$ cat src/rtl/eeprom_pkg.sv
package eeprom_pkg;

  typedef enum logic [2:0] {
    CMD_READ  = 3'd0,
    CMD_WRITE = 3'd1,
    CMD_WREN  = 3'd2,
    CMD_WRDI  = 3'd3,
    CMD_RDSR  = 3'd4,
    CMD_WRSR  = 3'd5
  } ee_cmd_e;

  typedef enum logic [1:0] {
    PH_OP,
    PH_ADL,
    PH_ADH,
    PH_DAT
  } ee_phase_e;

  localparam logic [7:0] OPC_STAT_RD = 8'h05;
  localparam int unsigned BUSY_BIT = 0;

  function automatic logic [7:0] wire_opcode(ee_cmd_e c);
    case (c)
      CMD_READ:  return 8'h03;
      CMD_WRITE: return 8'h02;
      CMD_WREN:  return 8'h06;
      CMD_WRDI:  return 8'h04;
      CMD_WRSR:  return 8'h01;
      default:   return OPC_STAT_RD;
    endcase
  endfunction

endpackage

$ cat src/rtl/eeprom_delay.sv
module eeprom_delay #(
  parameter int unsigned CNT_W = 8
) (
  input  logic             clk,
  input  logic             rst_n,
  input  logic             load,
  input  logic [CNT_W-1:0] count,
  output logic             fire
);

  logic [CNT_W-1:0] cnt_q;
  logic             run_q;

  always_ff @(posedge clk or negedge rst_n) begin
    if (!rst_n) begin
      cnt_q <= '0;
      run_q <= 1'b0;
      fire  <= 1'b0;
    end else begin
      fire <= 1'b0;
      if (load) begin
        cnt_q <= count;
        run_q <= 1'b1;
      end else if (run_q) begin
        if (cnt_q <= CNT_W'(1)) begin
          run_q <= 1'b0;
          fire  <= 1'b1;
        end else begin
          cnt_q <= cnt_q - CNT_W'(1);
        end
      end
    end
  end

endmodule

$ cat src/rtl/eeprom_bit_eng.sv
module eeprom_bit_eng #(
  parameter int unsigned HALF_CYC = 125
) (
  input  logic       clk,
  input  logic       rst_n,
  input  logic       start,
  input  logic [7:0] tx_byte,
  input  logic       drive,
  input  logic       sd_i,
  output logic       done,
  output logic [7:0] rx_byte,
  output logic       sclk,
  output logic       sd_o,
  output logic       sd_oe
);

  localparam int unsigned TMR_W = $clog2(HALF_CYC + 1);
  localparam logic [TMR_W-1:0] TMR_END = TMR_W'(HALF_CYC - 1);

  logic             active_q;
  logic [3:0]       half_q;
  logic [TMR_W-1:0] tmr_q;
  logic [7:0]       shreg_q;
  logic [3:0]       half_nx;

  assign half_nx = half_q + 4'd1;
  assign rx_byte = shreg_q;

  // One shift register serves both directions: bit 0 leaves on a falling
  // edge, the returned bit enters at bit 7 on the following rising edge.
  always_ff @(posedge clk or negedge rst_n) begin
    if (!rst_n) begin
      active_q <= 1'b0;
      half_q   <= '0;
      tmr_q    <= '0;
      shreg_q  <= '0;
      sclk     <= 1'b1;
      sd_o     <= 1'b0;
      sd_oe    <= 1'b0;
      done     <= 1'b0;
    end else begin
      done <= 1'b0;
      if (start && !active_q) begin
        active_q <= 1'b1;
        half_q   <= '0;
        tmr_q    <= '0;
        shreg_q  <= tx_byte;
        sclk     <= 1'b0;
        sd_o     <= tx_byte[0];
        sd_oe    <= drive;
      end else if (active_q) begin
        if (tmr_q == TMR_END) begin
          tmr_q <= '0;
          if (half_q == 4'd15) begin
            active_q <= 1'b0;
            done     <= 1'b1;
          end else begin
            half_q <= half_nx;
            if (half_nx[0]) begin
              sclk    <= 1'b1;
              shreg_q <= {sd_i, shreg_q[7:1]};
            end else begin
              sclk <= 1'b0;
              sd_o <= shreg_q[0];
            end
          end
        end else begin
          tmr_q <= tmr_q + TMR_W'(1);
        end
      end
    end
  end

endmodule

$ cat src/rtl/eeprom_seq.sv
module eeprom_seq
  import eeprom_pkg::*;
#(
  parameter int unsigned LEN_W   = 8,
  parameter int unsigned DLY_W   = 8,
  parameter int unsigned CSS_CYC = 125,
  parameter int unsigned CSH_CYC = 250
) (
  input  logic             clk,
  input  logic             rst_n,
  input  logic             cmd_valid,
  output logic             cmd_ready,
  input  logic [2:0]       cmd_op,
  input  logic [15:0]      cmd_addr,
  input  logic [LEN_W-1:0] cmd_cnt,
  input  logic             wr_valid,
  output logic             wr_ready,
  input  logic [7:0]       wr_data,
  output logic             rd_valid,
  input  logic             rd_ready,
  output logic [7:0]       rd_data,
  output logic             busy,
  output logic             done,
  output logic             cs_n,
  output logic             eng_start,
  output logic [7:0]       eng_tx,
  output logic             eng_drive,
  input  logic             eng_done,
  input  logic [7:0]       eng_rx,
  output logic             dly_load,
  output logic [DLY_W-1:0] dly_count,
  input  logic             dly_fire
);

  typedef enum logic [2:0] {
    S_IDLE, S_SETUP, S_NEXT, S_SHIFT, S_WRWAIT, S_RDWAIT, S_DESEL
  } seq_state_e;

  seq_state_e       state_q;
  ee_cmd_e          cmd_q;
  ee_phase_e        phase_q;
  logic [15:0]      addr_q;
  logic [LEN_W-1:0] left_q;
  logic             poll_q;
  logic             wip_q;

  logic accept, op_only, is_wr, is_rd, last_byte;
  logic shift_end, rd_end, end_now, need_poll, repoll;

  assign cmd_ready = (state_q == S_IDLE);
  assign busy      = (state_q != S_IDLE);
  assign wr_ready  = (state_q == S_WRWAIT);

  always_comb begin
    accept    = (state_q == S_IDLE) && cmd_valid;
    op_only   = (cmd_q == CMD_WREN) || (cmd_q == CMD_WRDI);
    is_wr     = !poll_q && ((cmd_q == CMD_WRITE) || (cmd_q == CMD_WRSR));
    is_rd     = !poll_q && ((cmd_q == CMD_READ) || (cmd_q == CMD_RDSR));
    last_byte = (cmd_q == CMD_RDSR) || (cmd_q == CMD_WRSR) || (left_q == '0);
    shift_end = (state_q == S_SHIFT) && eng_done &&
                (((phase_q == PH_OP) && !poll_q && op_only) ||
                 ((phase_q == PH_DAT) && (poll_q || (is_wr && last_byte))));
    rd_end    = (state_q == S_RDWAIT) && rd_ready && last_byte;
    end_now   = shift_end || rd_end;
    need_poll = ((cmd_q == CMD_WRITE) || (cmd_q == CMD_WRSR)) && (!poll_q || wip_q);
    repoll    = (state_q == S_DESEL) && dly_fire && need_poll;
    dly_load  = accept || repoll || end_now;
    dly_count = end_now ? DLY_W'(CSH_CYC) : DLY_W'(CSS_CYC);
  end

  always_comb begin
    eng_start = 1'b0;
    eng_tx    = 8'h00;
    eng_drive = 1'b0;
    if (state_q == S_NEXT) begin
      case (phase_q)
        PH_OP: begin
          eng_start = 1'b1;
          eng_drive = 1'b1;
          eng_tx    = poll_q ? OPC_STAT_RD : wire_opcode(cmd_q);
        end
        PH_ADL: begin
          eng_start = 1'b1;
          eng_drive = 1'b1;
          eng_tx    = addr_q[7:0];
        end
        PH_ADH: begin
          eng_start = 1'b1;
          eng_drive = 1'b1;
          eng_tx    = addr_q[15:8];
        end
        default: eng_start = !is_wr;
      endcase
    end else if ((state_q == S_WRWAIT) && wr_valid) begin
      eng_start = 1'b1;
      eng_drive = 1'b1;
      eng_tx    = wr_data;
    end
  end

  always_ff @(posedge clk or negedge rst_n) begin
    if (!rst_n) begin
      state_q  <= S_IDLE;
      cmd_q    <= CMD_RDSR;
      phase_q  <= PH_OP;
      addr_q   <= '0;
      left_q   <= '0;
      poll_q   <= 1'b0;
      wip_q    <= 1'b0;
      cs_n     <= 1'b1;
      done     <= 1'b0;
      rd_valid <= 1'b0;
      rd_data  <= '0;
    end else begin
      done <= 1'b0;
      case (state_q)
        S_IDLE: if (accept) begin
          cmd_q   <= ee_cmd_e'(cmd_op);
          addr_q  <= cmd_addr;
          left_q  <= cmd_cnt;
          poll_q  <= 1'b0;
          wip_q   <= 1'b0;
          phase_q <= PH_OP;
          cs_n    <= 1'b0;
          state_q <= S_SETUP;
        end
        S_SETUP: if (dly_fire) state_q <= S_NEXT;
        S_NEXT: state_q <= ((phase_q == PH_DAT) && is_wr) ? S_WRWAIT : S_SHIFT;
        S_WRWAIT: if (wr_valid) state_q <= S_SHIFT;
        S_SHIFT: if (eng_done) begin
          if (shift_end) begin
            if (poll_q) wip_q <= eng_rx[BUSY_BIT];
            cs_n    <= 1'b1;
            state_q <= S_DESEL;
          end else begin
            state_q <= S_NEXT;
            case (phase_q)
              PH_OP:  phase_q <= (poll_q || (cmd_q == CMD_RDSR) || (cmd_q == CMD_WRSR))
                                 ? PH_DAT : PH_ADL;
              PH_ADL: phase_q <= PH_ADH;
              PH_ADH: phase_q <= PH_DAT;
              default: begin
                if (is_rd) begin
                  rd_data  <= eng_rx;
                  rd_valid <= 1'b1;
                  state_q  <= S_RDWAIT;
                end else begin
                  left_q <= left_q - LEN_W'(1);
                end
              end
            endcase
          end
        end
        S_RDWAIT: if (rd_ready) begin
          rd_valid <= 1'b0;
          if (rd_end) begin
            cs_n    <= 1'b1;
            state_q <= S_DESEL;
          end else begin
            left_q  <= left_q - LEN_W'(1);
            state_q <= S_NEXT;
          end
        end
        S_DESEL: if (dly_fire) begin
          if (need_poll) begin
            poll_q  <= 1'b1;
            phase_q <= PH_OP;
            cs_n    <= 1'b0;
            state_q <= S_SETUP;
          end else begin
            done    <= 1'b1;
            state_q <= S_IDLE;
          end
        end
        default: state_q <= S_IDLE;
      endcase
    end
  end

endmodule

$ cat src/rtl/eeprom_ser_master.sv
module eeprom_ser_master #(
  parameter int unsigned HALF_CYC = 125,
  parameter int unsigned CSS_CYC  = 125,
  parameter int unsigned LEN_W    = 8
) (
  input  logic             clk,
  input  logic             rst_n,
  input  logic             cmd_valid,
  output logic             cmd_ready,
  input  logic [2:0]       cmd_op,
  input  logic [15:0]      cmd_addr,
  input  logic [LEN_W-1:0] cmd_cnt,
  input  logic             wr_valid,
  output logic             wr_ready,
  input  logic [7:0]       wr_data,
  output logic             rd_valid,
  input  logic             rd_ready,
  output logic [7:0]       rd_data,
  output logic             busy,
  output logic             done,
  output logic             ee_cs_n,
  output logic             ee_sclk,
  output logic             ee_sd_o,
  output logic             ee_sd_oe,
  input  logic             ee_sd_i
);

  localparam int unsigned CSH_CYC = 2 * HALF_CYC;
  localparam int unsigned DLY_MAX = (CSS_CYC > CSH_CYC) ? CSS_CYC : CSH_CYC;
  localparam int unsigned DLY_W   = $clog2(DLY_MAX + 1);

  logic             eng_start, eng_drive, eng_done, eng_oe;
  logic [7:0]       eng_tx, eng_rx;
  logic             dly_load, dly_fire;
  logic [DLY_W-1:0] dly_count;

  eeprom_seq #(
    .LEN_W(LEN_W), .DLY_W(DLY_W), .CSS_CYC(CSS_CYC), .CSH_CYC(CSH_CYC)
  ) seq_i (
    .clk(clk), .rst_n(rst_n),
    .cmd_valid(cmd_valid), .cmd_ready(cmd_ready), .cmd_op(cmd_op),
    .cmd_addr(cmd_addr), .cmd_cnt(cmd_cnt),
    .wr_valid(wr_valid), .wr_ready(wr_ready), .wr_data(wr_data),
    .rd_valid(rd_valid), .rd_ready(rd_ready), .rd_data(rd_data),
    .busy(busy), .done(done), .cs_n(ee_cs_n),
    .eng_start(eng_start), .eng_tx(eng_tx), .eng_drive(eng_drive),
    .eng_done(eng_done), .eng_rx(eng_rx),
    .dly_load(dly_load), .dly_count(dly_count), .dly_fire(dly_fire)
  );

  eeprom_bit_eng #(.HALF_CYC(HALF_CYC)) eng_i (
    .clk(clk), .rst_n(rst_n), .start(eng_start), .tx_byte(eng_tx),
    .drive(eng_drive), .sd_i(ee_sd_i), .done(eng_done), .rx_byte(eng_rx),
    .sclk(ee_sclk), .sd_o(ee_sd_o), .sd_oe(eng_oe)
  );

  eeprom_delay #(.CNT_W(DLY_W)) dly_i (
    .clk(clk), .rst_n(rst_n), .load(dly_load), .count(dly_count), .fire(dly_fire)
  );

  assign ee_sd_oe = eng_oe && !ee_cs_n;

endmodule

$ cat config.mk
export PLATFORM = sky130hd
export DESIGN_NAME = eeprom_ser_master
export DESIGN_NICKNAME = d
export VERILOG_FILES = /design/src/rtl/eeprom_pkg.sv /design/src/rtl/eeprom_delay.sv /design/src/rtl/eeprom_bit_eng.sv /design/src/rtl/eeprom_seq.sv /design/src/rtl/eeprom_ser_master.sv
export SDC_FILE = /design/constraint.sdc
export NUM_CORES = 1
export LEC_CHECK = 0
export ABC_AREA = 1
export BUFFER_PORTS_ARGS = -buffer_cell sky130_fd_sc_hd__buf_2
export CORE_MARGIN = 8
export CORE_UTILIZATION = 60
export CTS_CLUSTER_SIZE = 24
export DETAILED_ROUTE_END_ITERATION = 6
export PLACE_DENSITY_LB_ADDON = 0.2
export SETUP_SLACK_MARGIN = 0.5
export SLEW_MARGIN = 20
export SYNTH_ARGS = -nofsm -noshare
export SYNTH_HDL_FRONTEND = slang
export SYNTH_HIERARCHICAL = 1
export SYNTH_SLANG_ARGS = --single-unit
$ cat constraint.sdc
create_clock -name clk -period 4.86 [get_ports clk]
set_input_delay 0.243 -clock clk [delete_from_list [all_inputs] [get_ports clk]]
set_output_delay 0.243 -clock clk [all_outputs]
set_load 0.1 [all_outputs]
======== After elaboration in Yosys (flattened, before gate mapping) ========
Index checks and enable logic that the tools add are counted.
storage, ports and cells
  word-level logic and storage cells ...... 231
  output and inout port bits .............. 17
  bits in registers ....................... 79
  input port bits ......................... 41
operators by class
  muxes and demuxes ....................... 103
  bitwise operators ....................... 2
  equality and inequality tests ........... 35
  add/subtract/negate cells ............... 4
  reductions and logical operators ........ 64
  order comparisons ....................... 1
operators by type and width
  kind                 number
  $mux 8               18
  $mux 1               50
  $pmux 8 s3           2
  $mux 3               12
  $ne 2x1->1 const B   11
  $mux 7               3
  $pmux 3 s7           1
  $logic_and 1x1->1    18
  $mux 4               4
  $reduce_and 8->1     2
  $sub 8x1->8 const B  2
  $eq 3x3->1 const B   5
  $pmux 3 s5           1
  $ne 2x2->1 const B   7
  $reduce_bool 2->1    7
  $logic_or 1x1->1     13
  $eq 3x2->1 const B   4
  $mux 2               6
  $pmux 2 s3           2
  $reduce_and 4->1     3
  $reduce_and 6->1     2
  $reduce_and 5->1     2
  $reduce_bool 3->1    3
  $le 8x1->1 const B   1
  20 further kinds     30

======== Longest topological paths before layout ========
Gate-level depths: netlist (run 1).
  word-level depth ........................ 12
  gate-level depth with buffers ........... 18
  depth with buffers taken out ............ 18

======== Cells and area by module ========
The synthesis (run 1) kept the hierarchy.
by module, submodules not included
  module             area an instance (um^2)  instances  sequential area each (um^2)  cells an instance
  eeprom_seq         2680.1                   1          1128.6                       338
  eeprom_bit_eng     1365.1                   1          601.8                        181
  eeprom_delay       748.2                    1          250.2                        100
  eeprom_ser_master  10.0                     1          0.0                          2

======== Least setup slack after synthesis (run 1) ========
OpenSTA, ideal clock, no wires.
  path kind ............................... register to register
  from .................................... register seq_i.state_q[0]
  to ...................................... register dly_i.cnt_q[6]
  arrival ................................. 2891 ps
  library setup time ...................... 116 ps
  buffers on the path ..................... 1
  path slack .............................. 1853 ps
  clock period less this slack ............ 3007 ps
  data required time ...................... 4744 ps
  cell stages (with the launch flop) ...... 13
  path through ............................ dfrtp_1 -> nor2_1 -> nand2_2 -> inv_1 -> a22oi_1 -> nand2_1 -> nand2_1 -> buf_6 -> nor2_4 -> o21bai_4 -> nor2_2 -> nand2_1 -> nand2_1
on the way
  elaborated cells on any way between the ends .. 18
  classes of those cells .................. eq/ne: 4; mux: 1; reduce/logical: 13
RTL lines
  item                                                              line                     text
  start, declared                                                   eeprom_seq.sv:39         seq_state_e state_q;
  start signal, assigned                                            eeprom_seq.sv:128        S_NEXT: state_q <= ((phase_q == PH_DAT) && is_wr) ? S_WRWAIT : S_SHIFT;
  $logic_not 3->1 (*)                                               --
  named net cmd_ready                                               eeprom_ser_master.sv:9   output logic cmd_ready,
  $logic_and 1x1->1 (*)                                             eeprom_seq.sv:55         accept = (state_q == S_IDLE) && cmd_valid;
  $logic_or 1x1->1 (*) (2 in a row)                                 eeprom_seq.sv:67         dly_load = accept || repoll || end_now;
  named net dly_load                                                eeprom_ser_master.sv:34  logic dly_load, dly_fire;
  $ne 2x1->1 (no line) / $reduce_bool 2->1 (equally long branches)  --
  $reduce_and 2->1 (no line)                                        --
  end signal, assigned                                              eeprom_delay.sv:22       cnt_q <= count;
  end signal, assigned                                              eeprom_delay.sv:29       cnt_q <= cnt_q - CNT_W'(1);
  end, declared                                                     eeprom_delay.sv:11       logic [CNT_W-1:0] cnt_q;
The timed path passes the listed nets; every way through them passes the cells marked *.
A chain may end at the register's enable or synchronous reset.

======== Worst setup path in the final report (run 1) ========
  from .................................... register seq_i.state_q[2]
  to ...................................... register eng_i.half_q[2]
on the way
  word-level cells in the longest chain between the ends .. 7
  elaborated cells on any way between the ends .. 11
  classes of those cells .................. eq/ne: 3; mux: 3; reduce/logical: 5
ends and longest elaborated chain
  item                                                              line                     text
  $eq 3x3->1                                                        eeprom_seq.sv:94         end else if ((state_q == S_WRWAIT) && wr_valid) begin
  $logic_and 1x1->1                                                 eeprom_seq.sv:94
  $mux 1                                                            eeprom_seq.sv:94
  $mux 1 (*)                                                        eeprom_seq.sv:75         if (state_q == S_NEXT) begin
  named net eng_start                                               eeprom_ser_master.sv:32  logic eng_start, eng_drive, eng_done, eng_oe;
  $logic_and 1x1->1 (*)                                             eeprom_bit_eng.sv:43     if (start && !active_q) begin
  $ne 2x1->1 (no line) / $reduce_bool 2->1 (equally long branches)  --
  $reduce_and 3->1 (no line)                                        --
  end signal, assigned                                              eeprom_bit_eng.sv:58     half_q <= half_nx;
  end, declared                                                     eeprom_bit_eng.sv:21     logic [3:0] half_q;
Marked as above.

==> out/results.ini, run 1 <==
[status]
outcome = complete, no violations

[placement]
dp.cells = 766
post-place-ws_ns = 2.059
gp_congestion = 0.8930
hpwl_mm = 7.975
portBuffers = 57
placed_area_um2 = 5106

[job]
maxCapViolations = 0

[worst_setup_path]
cp.arrival_ns = 3.10
crit_type = reg2reg
cp_common_cell = nand2_1
crit_path_max_incr_delay_ns = 0.64
cp.depth = 10
critPathRequiredTime_ns = 5.11
crit_family = simple AND/OR/NAND/NOR gates
cp_max_fo = 17
reg2reg_to = eng_i/half_q[2]
slowest_stage = nor3_1
reg2reg_depth = 10
worst-path-buf-inv = 2
endpoint_kind = flip-flop
path_cells = nor3_1 -> inv_1 -> a21oi_1 -> inv_1 -> nand2_1 -> nand2_4 -> nand2_2 -> nand2_1 -> nand2_1 -> nand2_1
reg2reg_slack_ns = 2.01
crit_start = seq_i/state_q[2]
start_kind = flip-flop
r2r_start = seq_i/state_q[2]

[clock_tree]
clock_latency_ns = 0.36
htreeDepth = 3
clock_path_buffers = 2
cts_resized = 0
clkSinkCount = 79
clockRootBuffer = clkbuf_8
cts_inserted_buffers = 9
cts_tree = done
clk_pin_slew_worst_paths_ns = 0.09

[sta]
fin_crit_sh = 0.5854
max-slew-margin-rel = 0.5159
period_needed_ns = 2.845
report.final.setup_viol = 0
holdWs_ns = 0.08587
hold_viol_final = 0
fin_skew_ns = 0.01525
tns_ns = 0
fmax_mhz = 351.5
rsz0062_at_grt = no
worst_pin_slew_ns = 0.7207
finalMaxSlewViolations = 0
fin_ws_ns = 2.015

[power_and_ir_drop]
pwr-share-clk = 0.299
intPower_mw = 1.038
power_density_nw_per_um2 = 295.7
p_leak_nw = 2.841
vdd_ir_drop_max_v = 0.0002645
power_mw = 1.570
p_sw_mw = 0.5325
comb_power_share = 0.225
pwr-share-seq = 0.477
p_sw_frac = 0.3391

[yosys]
syn-instance-count = 621
ys.flop_type = dfrtp_1
ys_warn_count = 6
avgSynthCellArea_um2 = 7.735
synth_enable_flop_cells = 0
synth-seq-cells = 79
ys_seq_area_frac = 0.4123
syn_area_um2 = 4803
async_reset_ff_frac = 1.000
synth.distinct_cells = 51

[detailed_routing]
vias = 4288
first_pass_iters = 5
via_per_inst = 5.476
wirelength_mm = 10.86
wl_per_cell_um = 13.86
postRouteAntennaNets = 0
drt_iter0_drc = 259
post-route-drc-count = 0

[global_route]
grt_pass1_wl_mm = 18.88
grt_max_degree = 80
antenna_found_initial = 0
grt_usage = 0.2017
gr-total-overflow = 0
grt_pass1_vias = 4183

[min_path]
holdCritStartpoint = cmd_addr[13]
whs_path_depth = 3
hp-class = in2reg
min_to = seq_i/addr_q[13]

[final_layout]
multi_input_area_um2 = 2396
post-route-util = 0.6872
regArea_um2 = 1981
fin_nets = 728
fillerInstances = 649
antennaDiodeCount = 0
synthToLayoutAreaGrowth_pct = 10.55
fin_area_um2 = 5310
layout-drive-gt1-share = 0.1953
layoutNonFillerInstCount = 783

[floorplan]
die_w_um = 105.5
start_util = 0.6216
fp-row-count = 32
core_area_um2 = 7727
die-area_um2 = 11130
die_h_um = 105.5
io_pins = 58

## routing by layer
layer	vias to the layer above	GRT usage	part of all wire
met5	-	0	0
met4	0	0.07747	0.022
met3	26	0.04689	0.059
met2	146	0.3224	0.47
met1	2011	0.2596	0.45
li1	2105	-	-
## layout make-up
type | count | area share
sequential | 79 | 0.3730
timing repair buffer | 59 | 0.05820
multi-input combinational | 447 | 0.4512
clock inverter | 6 | 0.009896
inverter | 80 | 0.05773
clock buffer | 10 | 0.02592
tap | 102 | 0.02403
## synth_stat cells, types with 3 or more instances
cell type,instances,area share
nand2_1,188,0.15
buf_6,5,0.012
nor3_1,3,0.0031
o21ai_2,8,0.015
ha_1,11,0.029
o21ai_0,41,0.043
dfstp_2,3,0.016
buf_4,7,0.011
nand3_1,44,0.046
nor2_2,5,0.0065
clkbuf_1,3,0.0023
mux2_2,9,0.021
o22ai_1,10,0.013
dfrtp_1,76,0.40
o21ai_1,5,0.0052
a21oi_1,15,0.016
inv_2,4,0.0031
nor2_1,44,0.034
nand2_2,7,0.0091
nor2_4,5,0.012
nand4_1,15,0.020
nand3_4,3,0.011
inv_1,73,0.057
## layout by cell type (no fill, tap or decap), types with 3 or more instances in the layout
cell,count
clkbuf_8,10
nand3_4,3
dfstp_2,3
nor3_1,3
nand4_1,15
nand2_1,188
nor2_4,5
nand3_1,44
inv_1,73
conb_1,4
nor2_2,6
ha_1,11
nand2_2,7
mux2_2,9
dfrtp_1,76
o21ai_0,41
o21ai_2,8
inv_2,4
buf_2,56
o21ai_1,5
nor2_1,43
a21oi_1,15
o22ai_1,10
## flip-flops by register name, indices dropped and copies added (netlist names), 3 cells and up
signal         flops
seq_i/rd_data      8
seq_i/cmd_q        3
dly_i/cnt_q        8
seq_i/addr_q      16
eng_i/rx_byte      8
eng_i/half_q       4
seq_i/state_q      3
eng_i/tmr_q        7
seq_i/left_q       8
## worst max path at each step
stage / to / slack (ns)
global placement: eng_i/half_q[2] / 2.16
CTS: eng_i/rx_byte[0] / 2.08
floorplan: dly_i/cnt_q[6] / 1.85
global route: eng_i/half_q[2] / 1.76
detailed placement: eng_i/half_q[2] / 2.06
finish: eng_i/half_q[2] / 2.01
## what timing repair did
action,in CTS,in global routing
hold buffers,0,1
setup buffers,0,0
endpoints found under the hold margin,0,37
## power by group through the flow
stage                     sequential [mW]  combinational (mW)  clock [mW]
after floorplan                     0.752               0.271           0
after global placement              0.760               0.337           0
after detailed placement            0.761               0.352           0
after CTS                           0.749               0.352       0.480
after global routing                0.756               0.399       0.507
final                               0.749               0.353       0.469
## worst reg2reg max path, cell delays in order, from the launching register on
cell and delay [ns]:
dfrtp_1 0.47, nor3_1 0.64, inv_1 0.14, a21oi_1 0.21, inv_1 0.08, nand2_1 0.36, nand2_4 0.22, nand2_2 0.28
nand2_1 0.19, nand2_1 0.10, nand2_1 0.06
## logic make-up (layout without fill, tap and decap cells)
logic type / Yosys count / count (layout) / synth area share
muxes: 11 / 11 / 0.02527
buffers and inverters: 98 / 155 / 0.09169
other: 1 / 4 / 0.0007807
xor gates and xnor gates: 2 / 2 / 0.003647
AOI/OAI and AO/OA: 91 / 91 / 0.1162
adders and majority gates: 11 / 11 / 0.02865
DFF: 79 / 79 / 0.4123
and+or+nand+nor: 328 / 328 / 0.3214
No activity file was read; power rests on OpenSTA's default activity.
==> inputs of run 2 (changes only) <==
Settings changed: ABC_AREA 1 to 0, CORE_UTILIZATION 60 to 58.
Clock period 4.86 ns to 2.8 ns, I/O delays scaled along.
==> run 2 against run 1 <==
Against the previous run: count of clock-buffer cells in the layout stayed put; register-to-register slack worse by 1.4 ns; worst setup slack worse by 1.4 ns; combinational power grew to 7.3 times the previous value; hold slack worse by 0.077 ns; synthesized cell count is 23% lower; sequential share of layout area is 0.22 points lower; non-clock buffer count is 30 higher; clock skew is 0.0085 ns lower; critical path depth is 5 lower; critical endpoint is now seq_i/left_q[4]; largest power group is now combinational logic; highest routed layer unchanged.
==> out/results.ini, run 2 <==
[sta]
worst_pin_slew_ns = 0.7071
rsz0062_at_grt = yes
max-slew-margin-rel = 0.5286
hold_viol_final = 0
fin_skew_ns = 0.006776
finalMaxSlewViolations = 0
fin_crit_sh = 0.7849
period_needed_ns = 2.198
holdWs_ns = 0.009246
fmax_mhz = 455.0
report.final.setup_viol = 0

[yosys]
ys.flop_type = dfrtp_1
ys_warn_count = 6
synth-seq-cells = 79
ys_top_cells_by_count = dfrtp_1, nand2_1, nor2_1
synth_top_area_frac = 0.4184
synth.distinct_cells = 73
synth_enable_flop_cells = 0
async_reset_ff_frac = 1.000
synth_most_common_cell = dfrtp_1
ys_top_cells_by_area = dfrtp_1, mux2_2, nand2_1
syn_area_um2 = 4546
synth_area_leader_cell = dfrtp_1
ys_seq_area_frac = 0.4357
syn-instance-count = 477
avgSynthCellArea_um2 = 9.530

[worst_setup_path]
reg2reg_depth = 5
crit_type = reg2reg
worst-path-buf-inv = 0
cp_max_fo = 20
r2r_start = seq_i/state_q[1]
start_kind = flip-flop
reg2reg_slack_ns = 0.60
cp.arrival_ns = 2.46
reg2reg_to = seq_i/left_q[4]
path_cells = or3b_4 -> a211oi_2 -> o22ai_2 -> or3_4 -> o22a_1
endpoint_kind = flip-flop
crit_family = simple AND/OR/NAND/NOR gates
critPathRequiredTime_ns = 3.06
crit_path_max_incr_delay_ns = 0.59
slowest_stage = dfrtp_4
endpoint = seq_i/left_q[4]
crit_start = seq_i/state_q[1]
cp.depth = 5

[global_route]
grt_pass1_wl_mm = 18.68
grt_usage = 0.2083
gr-total-overflow = 0
antenna_found_initial = 0
grt_pass1_vias = 3761
grt_max_degree = 80

[detailed_routing]
post-route-drc-count = 0
first_pass_iters = 5
drt_iter0_drc = 247
met2WireLength_mm = 5.391
postRouteAntennaNets = 0
vias = 3921
highest_layer = met4
wl_met3_um = 653
via_per_inst = 6.005
wirelength_mm = 11.33
wirelength_met1_mm = 5.040
wl_per_cell_um = 17.35

[clock_tree]
clock_path_buffers = 2
clock_latency_ns = 0.36
clk_pin_slew_worst_paths_ns = 0.09
htreeDepth = 3
cts_tree = done
cts_inserted_buffers = 9
clkSinkCount = 79
clockRootBuffer = clkbuf_8

[floorplan]
core_area_um2 = 7647
die_h_um = 104.5
die-area_um2 = 10930
fp-row-count = 32
io_pins = 58
die_w_um = 104.5
start_util = 0.5944

[final_layout]
fin_nets = 598
mostFrequentLayoutCell = dfrtp_1
antennaDiodeCount = 0
largest_reg_flops = 16
synthToLayoutAreaGrowth_pct = 17.89
final_cell_mix = dfrtp_1, nand2_1, buf_2
top_register = seq_i/addr_q
post-route-util = 0.7008
layout-drive-gt1-share = 0.2813

[min_path]
hp-class = in2reg

[placement]
hpwl_mm = 7.737
gp_congestion = 0.9388
portBuffers = 57

[power_and_ir_drop]
p_leak_nw = 2.386
vdd_ir_drop_max_v = 0.0007864
power_mw = 5.724
power_density_nw_per_um2 = 1068

[job]
maxCapViolations = 0

[status]
outcome = complete, no violations

[run 2: changes by cell type after synthesis, sizes merged, moves of 7 or more]
| cell | delta |
|---|---|
| nor2 | -19 |
| nand4 | -12 |
| buf | +7 |
| o21ai | -17 |
| nor3 | +11 |
| a21oi | +9 |
| nand2 | -142 |
| inv | -62 |
| nor4 | +8 |
| mux2 | +20 |
| o22ai | -7 |
| nand3 | -25 |
| clkbuf | +9 |
[run 2: metal layers]
| layer | global-route usage | vias to the layer above |
|---|---|---|
| met2 | 0.3288 | 135 |
| met5 | 0 | - |
| met1 | 0.2738 | 1898 |
| met3 | 0.04545 | 25 |
| li1 | - | 1863 |
| met4 | 0.08066 | 0 |
[run 2: layout make-up]
cell class                 count  area (um^2)
multi-input combinational    350         2382
tap                          102        127.6
clock inverter                 6        92.59
fill                         602         2288
timing repair buffer          89        578.1
inverter                      17        63.81
sequential                    79         1987
clock buffer                  10        127.6
[run 2: repair_timing]
action / in CTS / in global routing
endpoints found under the setup margin: 14 / 31
hold buffers: 17 / 0
gates resized for setup: 2 / 9
pin swaps: 0 / 2
endpoints found under the hold margin: 92 / 0
buffers inserted: 0 / 4
[run 2: report_power, final]
group / switching [mW] / internal [mW]
clock network: 0.453 / 0.509
logic: 1.52 / 1.07
registers: 0.552 / 1.63
total: 2.52 / 3.20
[run 2: worst min-delay path by stage]
stage	cells after the start	endpoint	from
after floorplan	0	dly_i/cnt_q[0]	rst_n
after global placement	3	eng_i/rx_byte[7]	ee_sd_i
after detailed placement	3	seq_i/cmd_q[2]	cmd_op[2]
after CTS	2	seq_i/addr_q[8]	cmd_addr[8]
after global routing	2	seq_i/addr_q[14]	cmd_addr[14]
final	2	seq_i/addr_q[15]	cmd_addr[15]
[run 2: metrics by stage]
step	TNS, ns	setup slack (ns)	area, um^2	instances
floorplan	-5.206	-0.2927	4622	480
global placement	0	0.5131	4898	616
detailed placement	0	0.4314	4898	616
CTS	0	0.5218	5291	649
global route	0	0.4701	5359	653
finish	0	0.6024	5359	653
[run 2: cells by family (layout without fill, tap and decap cells)]
family	after synthesis	count (layout)	synth area share
flip-flops	79	79	0.4357
buffers and inverters	51	122	0.05890
AO/OA/AOI/OAI	116	116	0.1729
XOR/XNOR	5	5	0.009636
other	1	4	0.0008250
AND/OR/NAND/NOR	181	181	0.2111
multiplexers	33	33	0.08065
adder cells (fa/ha/maj)	11	11	0.03028
